<file path="config.mk">
export PLATFORM = sky130hd
export DESIGN_NAME = cfg_header_target
export DESIGN_NICKNAME = d
export VERILOG_FILES = /design/src/rtl/cfg_hdr_pkg.sv /design/src/rtl/cfg_wr_decode.sv /design/src/rtl/cfg_reg_file.sv /design/src/rtl/cfg_read_mux.sv /design/src/rtl/cfg_header_target.sv
export SDC_FILE = /design/constraint.sdc
export NUM_CORES = 1
export LEC_CHECK = 0
export ABC_AREA = 1
export BUFFER_PORTS_ARGS = -buffer_cell sky130_fd_sc_hd__buf_2
export CAP_MARGIN = 15
export CELL_PAD_IN_SITES_DETAIL_PLACEMENT = 1
export CELL_PAD_IN_SITES_GLOBAL_PLACEMENT = 2
export CORE_ASPECT_RATIO = 2
export CORE_MARGIN = 2
export CORE_UTILIZATION = 25
export DETAILED_ROUTE_END_ITERATION = 10
export PLACE_DENSITY = 0.85
export SYNTH_ARGS = -nofsm -noshare
export SYNTH_HDL_FRONTEND = slang
export SYNTH_HIERARCHICAL = 1
export SYNTH_SLANG_ARGS = --single-unit
</file>
<file path="constraint.sdc">
create_clock -name clk -period 1.2 [get_ports clk]
set_clock_uncertainty 0.05 [all_clocks]
set_input_delay 0.24 -clock clk [delete_from_list [all_inputs] [get_ports clk]]
set_output_delay 0.24 -clock clk [all_outputs]
set_load 0.05 [all_outputs]
</file>
<file path="src/rtl/cfg_hdr_pkg.sv">
package cfg_hdr_pkg;

  localparam int BYTE_W = 8;

  localparam logic [7:0] OFS_CMD_LO  = 8'h04;
  localparam logic [7:0] OFS_CMD_HI  = 8'h05;
  localparam logic [7:0] OFS_STS_LO  = 8'h06;
  localparam logic [7:0] OFS_STS_HI  = 8'h07;
  localparam logic [7:0] OFS_REV     = 8'h08;
  localparam logic [7:0] OFS_CLS_LO  = 8'h0A;
  localparam logic [7:0] OFS_CLS_HI  = 8'h0B;
  localparam logic [7:0] OFS_BAR_B0  = 8'h10;
  localparam logic [7:0] OFS_BAR_B1  = 8'h11;
  localparam logic [7:0] OFS_INT_LN  = 8'h3C;
  localparam logic [7:0] OFS_INT_PN  = 8'h3D;
  localparam logic [7:0] INTA_CODE   = 8'h01;

  // Picks one byte of the identification word: {device, vendor}, little endian.
  function automatic logic [7:0] id_byte(input logic [15:0] vid,
                                         input logic [15:0] did,
                                         input logic [1:0]  idx);
    logic [31:0] word;
    word = {did, vid};
    return word[idx*8 +: 8];
  endfunction

  // True for the identification block and its mirror in the subsystem slot.
  function automatic logic is_id_ofs(input logic [7:0] ofs);
    return (ofs[7:2] == 6'h00) || (ofs[7:2] == 6'h0B);
  endfunction

  // BAR low byte as seen by software: kept bits on top, I/O marker in bit 0.
  function automatic logic [7:0] bar_lo_view(input logic [2:0] kept);
    return {kept, 4'b0000, 1'b1};
  endfunction

  // Full decoded base from the stored BAR fields.
  function automatic logic [15:0] base_of(input logic [7:0] hi,
                                          input logic [2:0] lo_kept);
    return {hi, lo_kept, 5'b00000};
  endfunction

endpackage

</file>
<file path="src/rtl/cfg_wr_decode.sv">
module cfg_wr_decode
  import cfg_hdr_pkg::*;
#(
  parameter int FUNC_W = 3
) (
  input  logic [FUNC_W-1:0] func,
  input  logic [7:0]        ofs,
  input  logic              wr,
  output logic              fn_hit,
  output logic              wr_cmd,
  output logic              wr_bar_b0,
  output logic              wr_bar_b1,
  output logic              wr_int_ln
);

  always_comb begin
    fn_hit    = (func == '0);
    wr_cmd    = wr && fn_hit && (ofs == OFS_CMD_LO);
    wr_bar_b0 = wr && fn_hit && (ofs == OFS_BAR_B0);
    wr_bar_b1 = wr && fn_hit && (ofs == OFS_BAR_B1);
    wr_int_ln = wr && fn_hit && (ofs == OFS_INT_LN);
  end

endmodule

</file>
<file path="src/rtl/cfg_reg_file.sv">
module cfg_reg_file
  import cfg_hdr_pkg::*;
#(
  parameter int CMD_W  = 2,
  parameter int KEEP_W = 3,
  parameter int RSV_N  = 5
) (
  input  logic              clk,
  input  logic              rst_n,
  input  logic              wr_cmd,
  input  logic              wr_bar_b0,
  input  logic              wr_bar_b1,
  input  logic              wr_int_ln,
  input  logic [7:0]        wdata,
  output logic [CMD_W-1:0]  cmd_q,
  output logic [KEEP_W-1:0] bar_b0_q,
  output logic [7:0]        bar_b1_q,
  output logic [7:0]        int_ln_q,
  output logic [7:0]        rsv_q [RSV_N]
);

  localparam int KEEP_LSB = BYTE_W - KEEP_W;

  always_ff @(posedge clk or negedge rst_n) begin
    if (!rst_n) begin
      cmd_q    <= '0;
      bar_b0_q <= '0;
      bar_b1_q <= '0;
      int_ln_q <= '0;
    end else begin
      if (wr_cmd)    cmd_q    <= wdata[CMD_W-1:0];
      if (wr_bar_b0) bar_b0_q <= wdata[BYTE_W-1:KEEP_LSB];
      if (wr_bar_b1) bar_b1_q <= wdata;
      if (wr_int_ln) int_ln_q <= wdata;
    end
  end

  // Read-only stored bytes: cleared by reset, never loaded from the port.
  for (genvar g = 0; g < RSV_N; g++) begin : g_rsv
    logic [7:0] held;
    always_ff @(posedge clk or negedge rst_n) begin
      if (!rst_n) held <= '0;
      else        held <= held;
    end
    assign rsv_q[g] = held;
  end

  assert_cmd_load_R3: assert property (@(posedge clk) disable iff (!rst_n)
    wr_cmd |=> cmd_q == $past(wdata[CMD_W-1:0]));

  assert_cmd_hold_R9: assert property (@(posedge clk) disable iff (!rst_n)
    !wr_cmd |=> $stable(cmd_q));

  assert_bar_hi_load_R7: assert property (@(posedge clk) disable iff (!rst_n)
    wr_bar_b1 |=> bar_b1_q == $past(wdata));

  assert_int_ln_hold_R1: assert property (@(posedge clk) disable iff (!rst_n)
    !wr_int_ln |=> $stable(int_ln_q));

endmodule

</file>
<file path="src/rtl/cfg_read_mux.sv">
module cfg_read_mux
  import cfg_hdr_pkg::*;
#(
  parameter logic [15:0] VENDOR_ID = 16'h071A,
  parameter logic [15:0] DEVICE_ID = 16'hAB0B,
  parameter int          CMD_W     = 2,
  parameter int          KEEP_W    = 3,
  parameter int          RSV_N     = 5
) (
  input  logic              fn_hit,
  input  logic [7:0]        ofs,
  input  logic [7:0]        slot,
  input  logic [CMD_W-1:0]  cmd_q,
  input  logic [KEEP_W-1:0] bar_b0_q,
  input  logic [7:0]        bar_b1_q,
  input  logic [7:0]        int_ln_q,
  input  logic [7:0]        rsv_q [RSV_N],
  output logic [7:0]        rdata
);

  logic [7:0] cmd_view;

  always_comb begin
    cmd_view = '0;
    cmd_view[CMD_W-1:0] = cmd_q;
  end

  always_comb begin
    rdata = 8'h00;
    if (!fn_hit) begin
      rdata = 8'hFF;
    end else if (is_id_ofs(ofs)) begin
      rdata = id_byte(VENDOR_ID, DEVICE_ID, ofs[1:0]);
    end else begin
      unique case (ofs)
        OFS_CMD_LO: rdata = cmd_view;
        OFS_CMD_HI: rdata = rsv_q[0];
        OFS_STS_LO: rdata = rsv_q[1];
        OFS_STS_HI: rdata = rsv_q[2];
        OFS_REV:    rdata = slot;
        OFS_CLS_LO: rdata = rsv_q[3];
        OFS_CLS_HI: rdata = rsv_q[4];
        OFS_BAR_B0: rdata = bar_lo_view(bar_b0_q);
        OFS_BAR_B1: rdata = bar_b1_q;
        OFS_INT_LN: rdata = int_ln_q;
        OFS_INT_PN: rdata = INTA_CODE;
        default:    rdata = 8'h00;
      endcase
    end
  end

endmodule

</file>
<file path="src/rtl/cfg_header_target.sv">
module cfg_header_target
  import cfg_hdr_pkg::*;
#(
  parameter logic [15:0] VENDOR_ID = 16'h071A,
  parameter logic [15:0] DEVICE_ID = 16'hAB0B,
  parameter int          FUNC_W    = 3,
  parameter int          CMD_W     = 2,
  parameter int          ALIGN_W   = 5
) (
  input  logic              clk,
  input  logic              rst_n,
  input  logic [7:0]        slot_id,
  input  logic [FUNC_W-1:0] cfg_func,
  input  logic [7:0]        cfg_addr,
  input  logic              cfg_wr,
  input  logic [7:0]        cfg_wdata,
  output logic [7:0]        cfg_rdata,
  output logic              io_enable,
  output logic [15:0]       io_base
);

  localparam int KEEP_W = BYTE_W - ALIGN_W;
  localparam int RSV_N  = 5;

  logic              fn_hit;
  logic              wr_cmd, wr_bar_b0, wr_bar_b1, wr_int_ln;
  logic [CMD_W-1:0]  cmd_q;
  logic [KEEP_W-1:0] bar_b0_q;
  logic [7:0]        bar_b1_q;
  logic [7:0]        int_ln_q;
  logic [7:0]        rsv_q [RSV_N];

  cfg_wr_decode #(.FUNC_W(FUNC_W)) u_dec (
    .func      (cfg_func),
    .ofs       (cfg_addr),
    .wr        (cfg_wr),
    .fn_hit    (fn_hit),
    .wr_cmd    (wr_cmd),
    .wr_bar_b0 (wr_bar_b0),
    .wr_bar_b1 (wr_bar_b1),
    .wr_int_ln (wr_int_ln)
  );

  cfg_reg_file #(.CMD_W(CMD_W), .KEEP_W(KEEP_W), .RSV_N(RSV_N)) u_regs (
    .clk       (clk),
    .rst_n     (rst_n),
    .wr_cmd    (wr_cmd),
    .wr_bar_b0 (wr_bar_b0),
    .wr_bar_b1 (wr_bar_b1),
    .wr_int_ln (wr_int_ln),
    .wdata     (cfg_wdata),
    .cmd_q     (cmd_q),
    .bar_b0_q  (bar_b0_q),
    .bar_b1_q  (bar_b1_q),
    .int_ln_q  (int_ln_q),
    .rsv_q     (rsv_q)
  );

  cfg_read_mux #(
    .VENDOR_ID (VENDOR_ID),
    .DEVICE_ID (DEVICE_ID),
    .CMD_W     (CMD_W),
    .KEEP_W    (KEEP_W),
    .RSV_N     (RSV_N)
  ) u_mux (
    .fn_hit   (fn_hit),
    .ofs      (cfg_addr),
    .slot     (slot_id),
    .cmd_q    (cmd_q),
    .bar_b0_q (bar_b0_q),
    .bar_b1_q (bar_b1_q),
    .int_ln_q (int_ln_q),
    .rsv_q    (rsv_q),
    .rdata    (cfg_rdata)
  );

  assign io_enable = cmd_q[0];
  assign io_base   = base_of(bar_b1_q, bar_b0_q);

  assert_func_gate_R1: assert property (@(posedge clk) disable iff (!rst_n)
    (cfg_func != '0) |-> cfg_rdata == 8'hFF);

  assert_int_pin_R8: assert property (@(posedge clk) disable iff (!rst_n)
    (cfg_func == '0 && cfg_addr == OFS_INT_PN) |-> cfg_rdata == INTA_CODE);

  assert_enable_follows_R3: assert property (@(posedge clk) disable iff (!rst_n)
    (cfg_wr && cfg_func == '0 && cfg_addr == OFS_CMD_LO) |=> io_enable == $past(cfg_wdata[0]));

  assert_base_tracks_R7: assert property (@(posedge clk) disable iff (!rst_n)
    (cfg_wr && cfg_func == '0 && cfg_addr == OFS_BAR_B1) |=> io_base[15:8] == $past(cfg_wdata));

endmodule

</file>
# Word level (Yosys, flattened, before mapping)

Index checks and enable logic that the tools add are counted.

Bits in registers: 21
Bits in latches: 0
Memory bits (writable): 0
Memory bits (read-only): 0
Input bits: 30
Logic and storage cells: 23
Memories: 0

Add/sub/neg operators: 0
Multiply operators: 0
Div/mod/pow operators: 0
Magnitude comparators: 0
Equal/unequal tests: 7
Shifts and indexed selects: 1
Multiplexer cells: 3
Bitwise operators: 0
Reduce and logical (&&, ||, !) cells: 8

Operators by type and width:

| cell                                                                          | number |
|---|---|
| 8-bit one-hot mux with 6 select lines                                         | 1 |
| 32-bit by 6-bit variable part select with 8-bit output (first input constant) | 1 |
| 8-bit by 5-bit equality test with 1-bit output (second input constant)        | 2 |
| 8-bit by 6-bit equality test with 1-bit output (second input constant)        | 2 |
| 8-bit two-way mux                                                             | 2 |
| 8-bit by 3-bit equality test with 1-bit output (second input constant)        | 1 |
| 8-bit by 4-bit equality test with 1-bit output (second input constant)        | 1 |
| 6-bit by 4-bit equality test with 1-bit output (second input constant)        | 1 |
| 6-bit logical NOT                                                             | 1 |
| 1-bit logical AND                                                             | 5 |
| 3-bit logical NOT                                                             | 1 |
| 1-bit logical OR                                                              | 1 |

# Longest topological paths before layout

Depth after elaboration: 4
Depth in mapped cells: 9

# Cells and area by module

Netlist, hierarchy kept.

Modules (own cells, without submodules):

| module            | times used | cells an instance | area each (µm²) | sequential area each (µm²) |
|---|---|---|---|---|
| cfg_reg_file      | 1          | 131               | 1103.6          | 525.5 |
| cfg_read_mux      | 1          | 183               | 942.2           | 0.0 |
| cfg_wr_decode     | 1          | 32                | 137.6           | 0.0 |
| cfg_header_target | 1          | 6                 | 41.3            | 0.0 |

# Worst setup path after synthesis

Ideal clock, no wire load.

Path kind: register to output
Start: reg u_regs.cmd_q[0]
End: out cfg_rdata[0]
Data arrival time: 1.352 ns
Required time: 0.910 ns
Setup slack: -0.442 ns
Stages on the path, launching flop included: 5
Cell sequence: dfrtp_1 -> inv_1 -> nor3_1 -> nor2_1 -> nand4_1

Word-level cells in the longest chain between the ends: 3

Ends and longest elaborated chain:

| element                               | line                    | source |
|---|---|---|
| start, declared                       | cfg_reg_file.sv:15      | `output logic [CMD_W-1:0] cmd_q,` |
| start signal, assigned                | cfg_reg_file.sv:31      | `if (wr_cmd) cmd_q <= wdata[CMD_W-1:0];` |
| 8-bit one-hot mux with 6 select lines | cfg_read_mux.sv:35      | `unique case (ofs)` |
| 8-bit two-way mux                     | cfg_read_mux.sv:32      | `end else if (is_id_ofs(ofs)) begin` |
| 8-bit two-way mux                     | cfg_read_mux.sv:30      | `if (!fn_hit) begin` |
| end, declared                         | cfg_header_target.sv:17 | `output logic [7:0] cfg_rdata,` |

No other way between the ends.

# Final worst setup path

Start: in cfg_addr[0]
End: out cfg_rdata[5]

Word-level cells in the longest chain between the ends: 4
Elaborated cells on any way between the ends: 10
Those cells by class: eq/ne (6); shift (1); mux (3)

Ends and longest elaborated chain:

| element                                                                                                        | line                    | source |
|---|---|---|
| start, declared                                                                                                | cfg_header_target.sv:14 | `input logic [7:0] cfg_addr,` |
| parallel branches: the longest is 2 deep, another holds 32-bit by 6-bit variable part select with 8-bit output | -                       |  |
| 8-bit two-way mux *                                                                                            | cfg_read_mux.sv:32      |  |
| 8-bit two-way mux *                                                                                            | cfg_read_mux.sv:30      |  |

Every way passes the cells marked *.

==> results.yml <==
power_and_ir_drop:
  finalPower_uw: 2070
  ir_drop_uv: 773
  power_density_nw_per_um2: 536
  p_leak_uw: 0.00190
final_layout:
  final_area_um2: 3860
  area_growth_pct: 73.3
  diodes: 0
  drive_gt1_share_pct: 51.3
  nNetsFinal: 493
timing:
  max_freq_ghz: 0.615
  hold_viol: 0
  post-route-period-util_pct: 135
  fin_crit_ns: 1.63
  layout_setup_ws_ns: -0.426
  setup_viol: 27
  slew_viol_final: 0
  rsz0062_at_grt: "true"
cts:
  insertion_delay_ns: 0.25
  clk_pin_slew_ns: 0.05
  cts_buffer_depth: 2
  clock-sinks: 21
  cts_made_buffers: 3
  cts-root-buf: "clkbuf_16"
  h-tree-depth: 1
  tritoncts: "yes"
synth:
  yosys_warnings: 6
  netlist_area_um2: 2220
  ys_ff_latch: 21
  synth_edf_count: 0
  syn_area_per_cell_um2: 6.32
  synth_cell_types: 20
  synthArstFlopShare_pct: 100
  synthCells: 352
  synth_top_area_share_pct: 23.6
  synth_area_leaders: "dfrtp_1 (24%), nand3_1 (19%), nand2_1 (18%)"
  ys_seq_area_share_pct: 23.6
  synth.most_common_cell: "nand2_1"
  synth_ff_type: "dfrtp_1"
  synth_top_area_cell: "dfrtp_1"
  synth_common_cells: "nand2_1 (105), nand3_1 (84), buf_4 (45)"
global_route:
  grt_pass1_wl_um: 13600
  use_met1_pct: 16.8
  grt_overflow: 0
  top_usage_layer: "met2"
  grt_usage_pct: 17.7
  use_met2_pct: 38.2
  antenna_found_initial: 0
  use_met3_pct: 0.585
  grt_max_degree: 26
  grt_pass1_vias: 2761
route:
  first_iter_violations: 73
  vias: 2536
  drt_wl_total_um: 8620
  firstDrtPassIters: 4
  ant_nets: 0
  drcViolationCount: 0
  routedWlPerCell_um: 15.3
  via_per_inst: 4.51
floorplanning:
  start_util_pct: 25.7
  die_x_um: 70.7
  die_h_um: 137
  io_pins: 55
  core_um2: 8650
  rows: 48
  die_area_um2: 9710
run_status:
  outcome: "complete, but fails checks"
  violations: "negative setup slack"
worst_hold_path:
  hp-start: "cfg_wdata[0]"
  whs_endpoint: "u_regs/int_ln_q[0]$_DFFE_PN0P_"
  min_path_cells: 3
  hp-class: "input port to flip-flop"
worst_setup_path:
  crit_chain: "buf_12 > buf_4 > nand2_4 > nor2_4 > buf_6 > nand3_4 > nand3_2 > nor2_2 > nand3_4 > buf_8"
  arrival_ns: 1.34
  cpMostUsedCell: "nand3_4"
  timing.critical_path.to_type: "output pin"
  max_stage_delay_ns: 0.17
  critical-path-top-delay-family: "simple AND/OR/NAND/NOR gates"
  cp_max_fo: 8
  r2r_setup_slack_ns: 0.26
  crit_type: "input port to output pin"
  reg2regPathDepth: 4
  r2r_start: "u_regs/bar_b1_q[2]$_DFFE_PN0P_"
  critPathRequiredTime_ns: 0.91
  crit_buf_inv: 4
  r2r_end: "u_regs/bar_b1_q[2]$_DFFE_PN0P_"
  slowest_stage: "buf_8"
  critPathLaunchType: "input port"
flow_run:
  maxCapViolations: 0
place:
  placed_cell_area_um2: 2920
  dp_hpwl_um: 6320
  globalplace.congestion: 0.810
  port_buffers: 49
## metal layers
| layer | up-vias | part of all wire (%) | routed length [um] |
|---|---|---|---|
| li1 | 1263 | - | - |
| met1 | 1214 | 33 | 2870 |
| met2 | 42 | 62 | 5320 |
| met3 | 17 | 1.4 | 123 |
| met4 | 0 | 3.6 | 307 |
| met5 | - | 0 | 0 |
## registers in the layout, summed over array words and instances (netlist names)
signal and flops:
u_regs/bar_b1_q 8, u_regs/int_ln_q 8, u_regs/bar_b0_q 3, u_regs/cmd_q 2
## logic make-up (layout without fill, tap and decap cells)
kind of cell	after synthesis	in the layout	synth area share [%]
flops	21	21	23.6
other cells	2	45	0.338
simple gates	244	246	51.7
compound gates	5	5	1.18
buf+inv	80	145	23.2
## cells in the final DEF, fill, tap and decap left out, types with 8 or more instances in the layout
cell	n
buf_6	30
nand2_2	24
nand3_1	64
conb_1	45
nor2_4	23
nor2_1	12
nor2_2	9
nand3_2	13
dfrtp_1	13
inv_1	14
nand2_4	15
dfrtp_2	8
buf_8	19
buf_2	19
buf_4	38
nand2_1	70
## worst max-delay path by stage
| stage | from | to | depth (start not counted) |
|---|---|---|---|
| 6_report | cfg_addr[0] | cfg_rdata[5] | 10 |
| 5_1_grt | cfg_addr[1] | cfg_rdata[0] | 8 |
| 4_1_cts | cfg_addr[3] | cfg_rdata[0] | 9 |
| 3_5_place_dp | cfg_func[1] | cfg_rdata[4] | 7 |
| 3_3_place_gp | cfg_func[1] | cfg_rdata[4] | 7 |
| 2_1_floorplan | cfg_addr[5] | cfg_rdata[0] | 9 |
## layout make-up
cell class | count | area, um^2
Tap cell | 100 | 125
Fill cell | 1085 | 4790
Inverter | 28 | 148
Sequential cell | 21 | 536
Timing Repair Buffer | 113 | 1130
Clock inverter | 1 | 5.00
Clock buffer | 3 | 75.1
Multi-Input combinational cell | 296 | 1830
## worst reg2reg max path, cell delays in order (launching register included)
cell and delay (ns):
dfrtp_2 0.42, buf_6 0.12, buf_4 0.12, nand2_1 0.07, nand2_2 0.05
## report_power, final
| part | total [uW] | switching [uW] | internal, uW |
|---|---|---|---|
| combinational | 654 | 394 | 260 |
| sequential | 719 | 4.82 | 714 |
| clock | 694 | 247 | 447 |
| total | 2070 | 646 | 1420 |
## repair_timing
item | CTS | global route
endpoints found under the hold margin | 21 | 0
setup endpoints to repair | 31 | 39
cloned | 2 | 0
hold buffers | 1 | 0
setup buffers | 12 | 13
resized for setup | 127 | 88
pin swaps | 20 | 38
## per-stage QoR
stage	utilization, %	std cells	worst slack (ns)	TNS (ns)	hold WS, ns
after floorplan	-	395	-0.388	-1.70	-0.106
after global placement	33.7	541	-0.634	-8.95	0.169
after detailed placement	33.7	541	-0.639	-9.64	0.177
after CTS	40.5	555	-0.409	-3.15	0.176
after global routing	44.6	562	-0.479	-5.24	0.200
final	44.6	562	-0.426	-3.60	0.184
Power figures use the tool's default switching activity.
